==> src/rtl/pgc_pkg.sv <==
package pgc_pkg;
  // Register offsets (byte addresses)
  localparam int OFF_MAP      = 'h0EC;
  localparam int OFF_PUP      = 'h0F8;
  localparam int OFF_PDN      = 'h104;
  localparam int OFF_HSK      = 'h1FC;
  localparam int DOM_BASE     = 'h800;
  localparam int DOM_STRIDE   = 'h40;
  localparam int DOM_STAT_OFS = 'h0C;

  typedef enum logic [1:0] {
    DS_OFF     = 2'd0,
    DS_RAMP_UP = 2'd1,
    DS_ON      = 2'd2,
    DS_RAMP_DN = 2'd3
  } dom_state_e;
endpackage

==> src/rtl/pgc_rst_sync.sv <==
module pgc_rst_sync (
  input  logic clk,
  input  logic rst_n_in,
  output logic rst_n_out
);
  logic [1:0] sync_q;

  always_ff @(posedge clk or negedge rst_n_in) begin
    if (!rst_n_in) sync_q <= 2'b00;
    else           sync_q <= {sync_q[0], 1'b1};
  end

  assign rst_n_out = sync_q[1];
endmodule

==> src/rtl/pgc_domain.sv <==
module pgc_domain import pgc_pkg::*; #(
  parameter int READY_CYCLES = 4
) (
  input  logic clk,
  input  logic rst_n,
  input  logic start_up,
  input  logic start_dn,
  input  logic pcr,
  input  logic pwr_ready,
  input  logic fin_go,
  output logic sw_on,
  output logic is_on,
  output logic pend_up,
  output logic pend_dn,
  output logic fin_ok
);
  localparam int CNT_W = $clog2(READY_CYCLES + 1);
  localparam logic [CNT_W-1:0] CNT_FULL = CNT_W'(READY_CYCLES);

  dom_state_e       state_q, state_d;
  logic [CNT_W-1:0] cnt_q, cnt_d;
  logic             pu_q, pu_d, pd_q, pd_d;

  // Local completion condition; the twin partner may still hold it back.
  always_comb begin
    if (pu_q)
      fin_ok = (state_q == DS_ON) || (state_q == DS_RAMP_UP && cnt_q == CNT_FULL);
    else if (pd_q)
      fin_ok = (state_q == DS_OFF) || (state_q == DS_ON) ||
               (state_q == DS_RAMP_DN && !pwr_ready);
    else
      fin_ok = 1'b0;
  end

  always_comb begin
    state_d = state_q;
    cnt_d   = cnt_q;
    pu_d    = pu_q;
    pd_d    = pd_q;
    if (state_q == DS_RAMP_UP) begin
      if (!pwr_ready)            cnt_d = '0;
      else if (cnt_q != CNT_FULL) cnt_d = cnt_q + 1'b1;
    end
    if (start_up) begin
      pu_d = 1'b1;
      if (state_q == DS_OFF) begin
        state_d = DS_RAMP_UP;
        cnt_d   = '0;
      end
    end else if (start_dn) begin
      pd_d = 1'b1;
      if (state_q == DS_ON && pcr) state_d = DS_RAMP_DN;
    end else if (fin_go) begin
      pu_d = 1'b0;
      pd_d = 1'b0;
      if (state_q == DS_RAMP_UP) state_d = DS_ON;
      if (state_q == DS_RAMP_DN) state_d = DS_OFF;
    end
  end

  always_ff @(posedge clk or negedge rst_n) begin
    if (!rst_n) begin
      state_q <= DS_OFF;
      cnt_q   <= '0;
      pu_q    <= 1'b0;
      pd_q    <= 1'b0;
    end else begin
      state_q <= state_d;
      cnt_q   <= cnt_d;
      pu_q    <= pu_d;
      pd_q    <= pd_d;
    end
  end

  assign sw_on   = (state_q == DS_RAMP_UP) || (state_q == DS_ON);
  assign is_on   = (state_q == DS_ON);
  assign pend_up = pu_q;
  assign pend_dn = pd_q;
endmodule

==> src/rtl/pwr_gate_ctrl.sv <==
module pwr_gate_ctrl import pgc_pkg::*; #(
  parameter int          NUM_DOM      = 16,
  parameter int          ADDR_W       = 12,
  parameter int          DATA_W       = 32,
  parameter int          READY_CYCLES = 4,
  parameter int          NUM_BR       = 7,
  parameter int          BR_REQ_LSB   = 5,
  parameter int          BR_ACK_LSB   = 23,
  parameter logic [15:0] TWIN_MASK    = 16'h0100
) (
  input  logic               clk,
  input  logic               rst_n,
  input  logic [ADDR_W-1:0]  bus_addr,
  input  logic [DATA_W-1:0]  bus_wdata,
  input  logic               bus_we,
  output logic [DATA_W-1:0]  bus_rdata,
  output logic [NUM_DOM-1:0] pwr_sw,
  input  logic [NUM_DOM-1:0] pwr_ready,
  output logic [NUM_BR-1:0]  br_req_n,
  input  logic [NUM_BR-1:0]  br_ack_n
);
  localparam logic [NUM_DOM-1:0] TWIN  = TWIN_MASK[NUM_DOM-1:0];
  localparam int                 IDX_W = 4;
  localparam int                 DOM_END = DOM_BASE + NUM_DOM * DOM_STRIDE;

  // A twin's low bit drags its upper partner along and vice versa.
  function automatic logic [NUM_DOM-1:0] gang(input logic [NUM_DOM-1:0] v);
    return v | ((v & TWIN) << 1) | ((v >> 1) & TWIN);
  endfunction

  logic               rst_q;
  logic [NUM_DOM-1:0] map_q, map_d, pcr_q, pcr_d, pcr_eff;
  logic [NUM_BR-1:0]  hsk_q, hsk_d;
  logic [NUM_DOM-1:0] pup_pend, pdn_pend, dom_on, fin_ok, fin_go;
  logic [NUM_DOM-1:0] start_up, start_dn, busy, wr_bits;
  logic               wr_map, wr_pup, wr_pdn, wr_hsk, wr_ctrl, in_dom;
  logic [ADDR_W-1:0]  dom_ofs;
  logic [IDX_W-1:0]   dom_idx;
  logic [5:0]         dom_sub;

  pgc_rst_sync u_rst (
    .clk       (clk),
    .rst_n_in  (rst_n),
    .rst_n_out (rst_q)
  );

  // Address decode and next-state for the software registers
  always_comb begin
    dom_ofs  = bus_addr - ADDR_W'(DOM_BASE);
    dom_idx  = dom_ofs[6 +: IDX_W];
    dom_sub  = dom_ofs[5:0];
    in_dom   = (bus_addr >= ADDR_W'(DOM_BASE)) && (bus_addr < ADDR_W'(DOM_END));
    wr_map   = bus_we && (bus_addr == ADDR_W'(OFF_MAP));
    wr_pup   = bus_we && (bus_addr == ADDR_W'(OFF_PUP));
    wr_pdn   = bus_we && (bus_addr == ADDR_W'(OFF_PDN));
    wr_hsk   = bus_we && (bus_addr == ADDR_W'(OFF_HSK));
    wr_ctrl  = bus_we && in_dom && (dom_sub == 6'd0);
    wr_bits  = gang(bus_wdata[NUM_DOM-1:0]);
    busy     = pup_pend | pdn_pend;
    start_up = (wr_pup ? wr_bits : '0) & map_q & ~busy;
    start_dn = (wr_pdn ? wr_bits : '0) & map_q & ~busy;
    map_d    = wr_bits;
    pcr_d    = pcr_q;
    pcr_d[dom_idx] = bus_wdata[0];
    hsk_d    = bus_wdata[BR_REQ_LSB +: NUM_BR];
  end

  always_ff @(posedge clk or negedge rst_q) begin
    if (!rst_q) begin
      map_q <= '0;
      pcr_q <= '0;
      hsk_q <= '0;
    end else begin
      if (wr_map)  map_q <= map_d;
      if (wr_ctrl) pcr_q <= pcr_d;
      if (wr_hsk)  hsk_q <= hsk_d;
    end
  end

  assign br_req_n = hsk_q;

  // Per-domain sequencers, with twin coupling chosen per position
  for (genvar d = 0; d < NUM_DOM; d++) begin : g_dom
    localparam bit IS_LO = (d < NUM_DOM - 1) ? TWIN[d] : 1'b0;
    localparam bit IS_HI = (d > 0) ? TWIN[(d > 0) ? d - 1 : 0] : 1'b0;

    if (IS_LO) begin : g_lo
      assign fin_go[d]  = fin_ok[d] & fin_ok[d+1];
      assign pcr_eff[d] = pcr_q[d];
    end else if (IS_HI) begin : g_hi
      assign fin_go[d]  = fin_ok[d] & fin_ok[d-1];
      assign pcr_eff[d] = pcr_q[d-1];
    end else begin : g_solo
      assign fin_go[d]  = fin_ok[d];
      assign pcr_eff[d] = pcr_q[d];
    end

    pgc_domain #(.READY_CYCLES(READY_CYCLES)) u_dom (
      .clk       (clk),
      .rst_n     (rst_q),
      .start_up  (start_up[d]),
      .start_dn  (start_dn[d]),
      .pcr       (pcr_eff[d]),
      .pwr_ready (pwr_ready[d]),
      .fin_go    (fin_go[d]),
      .sw_on     (pwr_sw[d]),
      .is_on     (dom_on[d]),
      .pend_up   (pup_pend[d]),
      .pend_dn   (pdn_pend[d]),
      .fin_ok    (fin_ok[d])
    );
  end

  // Read return
  always_comb begin
    bus_rdata = '0;
    if (bus_addr == ADDR_W'(OFF_MAP)) begin
      bus_rdata[NUM_DOM-1:0] = map_q;
    end else if (bus_addr == ADDR_W'(OFF_PUP)) begin
      bus_rdata[NUM_DOM-1:0] = pup_pend;
    end else if (bus_addr == ADDR_W'(OFF_PDN)) begin
      bus_rdata[NUM_DOM-1:0] = pdn_pend;
    end else if (bus_addr == ADDR_W'(OFF_HSK)) begin
      bus_rdata[BR_REQ_LSB +: NUM_BR] = hsk_q;
      bus_rdata[BR_ACK_LSB +: NUM_BR] = br_ack_n;
    end else if (in_dom) begin
      if (dom_sub == 6'd0)
        bus_rdata[0] = pcr_q[dom_idx];
      else if (dom_sub == 6'(DOM_STAT_OFS))
        bus_rdata[1:0] = {dom_on[dom_idx], pwr_sw[dom_idx]};
    end
  end
endmodule

==> config.mk <==
export PLATFORM = sky130hd
export DESIGN_NAME = pwr_gate_ctrl
export DESIGN_NICKNAME = d
export VERILOG_FILES = /design/src/rtl/pgc_pkg.sv /design/src/rtl/pgc_rst_sync.sv /design/src/rtl/pgc_domain.sv /design/src/rtl/pwr_gate_ctrl.sv
export SDC_FILE = /design/constraint.sdc
export NUM_CORES = 1
export LEC_CHECK = 0
export ABC_AREA = 1
export CAP_MARGIN = 20
export CORE_MARGIN = 5
export CORE_UTILIZATION = 50
export CTS_CLUSTER_DIAMETER = 100
export DETAILED_ROUTE_END_ITERATION = 10
export DONT_BUFFER_PORTS = 1
export PLACE_DENSITY = 0.65
export SLEW_MARGIN = 10
export SYNTH_ARGS = -nofsm -noshare
export SYNTH_HDL_FRONTEND = slang
export SYNTH_HIERARCHICAL = 1
export SYNTH_SLANG_ARGS = --single-unit
==> constraint.sdc <==
create_clock -name clk -period 5.1 [get_ports clk]
set_clock_uncertainty 0.2 [all_clocks]
set_input_delay 0.255 -clock clk [delete_from_list [all_inputs] [get_ports clk]]
set_output_delay 0.255 -clock clk [all_outputs]
set_load 0.01 [all_outputs]
==> results.yml <==
floorplan:
  std_cell_rows: 54
  die_h_um: 159
  floorplan.die.width_um: 159
  core_um2: 21900
  start_util_pct: 50.9
  dieArea_um2: 25300
  io_pins: 125
power:
  total_power_consumption_of_the_routed_design_mw: 2.74
  power.share.combinational_pct: 5.3
  power.ir.vdd_worst_mv: 0.207
  switching_share_pct: 23.1
  intPower_mw: 2.10
  clkPwrFrac_pct: 49.5
  total_leakage_power_nw: 6.51
  power.net_switching_mw: 0.631
  seq_power_share_pct: 45.2
  power.density_nw_per_um2: 221
route:
  detail_route.vias_per_cell: 5.11
  wl_per_cell_um: 14.7
  drtAntennaViolNets: 0
  drc_errors: 0
  drt_first_iter_violations: 727
  via_count: 9874
  firstDrtPassIters: 5
  wirelength_um: 28400
cts:
  cts_tree: "yes"
  tritoncts.num_buffers: 17
  clkSinkCount: 152
  cts.reportedPaths.clkPinSlew_ns: 0.06
  post_cts_setup_buffer_count: 0
  ctsRootBufferMaster: "clkbuf_16"
  clock_insertion_delay_worst_skew_ns: 0.43
  htree_levels: 4
  clock_path_buffers: 2
yosys:
  synthDistinctLibCells: 39
  count_leader_synth: "nand2_1"
  syn-cell-area_um2: 11100
  synth-adder-area-share_pct: 10.8
  synthSimpleGateAreaFrac_pct: 31.3
  synth-xor-area-share_pct: 0
  synth_area_leaders: "dfrtp_1, nand2_1, ha_1, inv_1, nor2_1"
  synth_top_flop_cell: "dfrtp_1"
  postSynthRegisterBits: 152
  syn_inst: 1596
  synthDominantCellAreaShare_pct: 34.2
  synth.yosys.seq_area_share_pct: 34.2
  netlist_top_cells_count: "nand2_1, inv_1, nor2_1"
  avgSynthCellArea_um2: 6.97
  synth_top_cell_by_area: "dfrtp_1"
  synth_warn: 6
  fraction_of_synthesized_area_in_multiplexers_pct: 1.21
  synth_edf_count: 0
  synth_top_family_by_area: "simple AND/OR/NAND/NOR gates"
  synth_async_sr_flop_share_pct: 100
  synth-compound-area-share_pct: 11.6
global_route:
  grt.total_usage_pct: 22.4
  grt_start_max_net_pins: 151
  grt_first_pass_wirelength_um: 46700
  grt.overflow.total: 0
  grt_pass1_vias: 9437
  antenna_found_initial: 0
sta:
  max_slew.worst_pin.slew_ns: 0.917
  final-hold-violation-count: 0
  period_utilization_post_route_pct: 65.1
  timing_max_transition_violations_final: 0
  finalSetupViolations: 0
  fmax_mhz: 301
  slew-limit-headroom_pct: 38.9
  rsz0062_at_grt: "false"
  period_needed_ns: 3.32
  tns_ns: 0
min_path:
  timing.hold.worst.start: "bus_addr[9]"
  worstHoldPathType: "input port to flop"
worst_setup_path:
  crit_path_max_fanout: 24
  reg2reg_slack_ns: 3.07
  worstSetupStartpointType: "input port"
  critical_path_required_ns: 4.64
  cp.arrival_ns: 2.86
  timing.critical_path.to_type: "primary output"
  crit_type: "input port to primary output"
  crit-reg2reg-launch: "map_q[9]$_DFFE_PN0P_"
  crit_path_start: "bus_addr[8]"
layout:
  number_of_nets_at_the_end_of_the_flow: 1806
  utilization_pct: 56.6
  layout-drive-gt1-share_pct: 7.45
  area_delta_synth_final_pct: 11.4
  diodes: 0
placement:
  detailed_place_hpwl_um: 20200
  place.gp.congestion: 0.869
  port-buffer-count: 0
flow_run:
  maxCapViolCount: 0
status:
  run_status: "finished, final reports clean"
[power groups by stage]
stage | registers [mW] | clock network, mW | logic (mW)
after floorplan | 1.27 | 0 | 0.0829
after global placement | 1.26 | 0 | 0.117
after detailed placement | 1.26 | 0 | 0.119
after CTS | 1.24 | 1.39 | 0.148
after global routing | 1.24 | 1.44 | 0.167
final | 1.24 | 1.35 | 0.146
[per-stage QoR]
step,cells,setup slack (ns),hold WS (ns),area [um^2]
final,1932,1.78,0.0213,12400
after global routing,1932,1.70,0.0529,12400
after CTS,1932,1.73,0.00649,12400
after detailed placement,1861,2.36,-0.241,11400
after global placement,1861,2.36,-0.241,11400
after floorplan,1604,0.351,-0.241,11200
[final cells by class]
class / instances / area [um^2]
multi-input cells: 1150 / 6150
well taps: 280 / 350
clock inverters: 12 / 176
clock buffers: 19 / 443
fillers: 2082 / 9500
inverters: 276 / 1040
repair buffers: 43 / 435
flip-flops and latches: 152 / 3810
[cell families (layout without fill, tap and decap cells)]
family	count (synthesis)	count (layout)
multiplexers	10	10
flip-flops	152	152
AND/OR/NAND/NOR	801	801
other	2	10
AO/OA/AOI/OAI	233	233
adder cells (fa/ha/maj)	96	96
buffers and inverters	302	350
[critical path, stage by stage]
cell and delay [ns]:
dlygate4sd3_1 0.68, inv_2 0.07, nor2_4 0.22, nand3_2 0.16, nor2_2 0.12, nand2_2 0.37
inv_2 0.43, nand2_1 0.10, nand2_1 0.07, a21boi_1 0.06, o21ai_1 0.30
[path summary, 6_finish.rpt]
check	endpoint	cells past startpoint
max	bus_rdata[9]	11
min	pcr_q[11]$_DFFE_PN0P_	4
max reg2reg	g_dom[9].u_dom/state_q[0]$_DFFE_PN0P_	9
min reg2reg	u_rst/sync_q[1]$_DFF_PN0_	0
max in group asynchronous	g_dom[13].u_dom/cnt_q[0]$_DFF_PN0_	1
min in group asynchronous	g_dom[2].u_dom/state_q[1]$_DFFE_PN0P_	1
[metal layers]
layer	vias to the layer above	routed length (um)	global-route usage (%)	share of wire, %
met3	37	1550	5.46	5.5
met4	0	479	5.70	1.7
met1	4577	12500	28.1	44
li1	5067	-	-	-
met5	-	0	0	0
met2	193	13800	38.7	49
[state kept, by name (all words and copies together) (netlist names)]
register and count:
u_rst/sync_q 2, map_q 15, g_dom.u_dom/pend_up 16, g_dom.u_dom/cnt_q 48, br_req_n 7, g_dom.u_dom/state_q 32
g_dom.u_dom/pend_dn 16, pcr_q 16
[cell usage in the layout, fill, tap and decap left out, types with 2 or more instances in the layout]
master	netlist	routed
nand2_1	432	432
inv_1	262	262
nor2_1	179	179
dfrtp_1	152	151
o21ai_0	104	104
ha_1	96	96
nand3_1	68	68
a21oi_1	53	53
dlygate4sd3_1	0	40
nand2_2	38	38
o21ai_1	29	29
nor2_2	19	19
a22oi_1	18	18
nand3b_1	17	17
clkbuf_16	0	17
or2_1	16	16
inv_2	13	13
nand4_1	12	12
a21boi_0	12	12
conb_1	2	10
nor3_1	8	8
mux2_4	6	6
a22o_1	5	5
clkinvlp_4	0	5
nor2_4	4	4
bufinv_16	0	4
o22ai_1	4	4
o211ai_1	4	4
nor3_4	3	3
o221ai_1	2	2
a21boi_1	2	2
mux2_1	2	2
mux2_2	2	2
clkinv_2	0	2
buf_4	12	2
[what timing repair did]
item	4_1_cts	5_1_grt
resized for setup	0	0
hold buffers	40	0
setup endpoints to repair	0	0
endpoints found under the hold margin	87	0
Power figures use the tool's default switching activity.
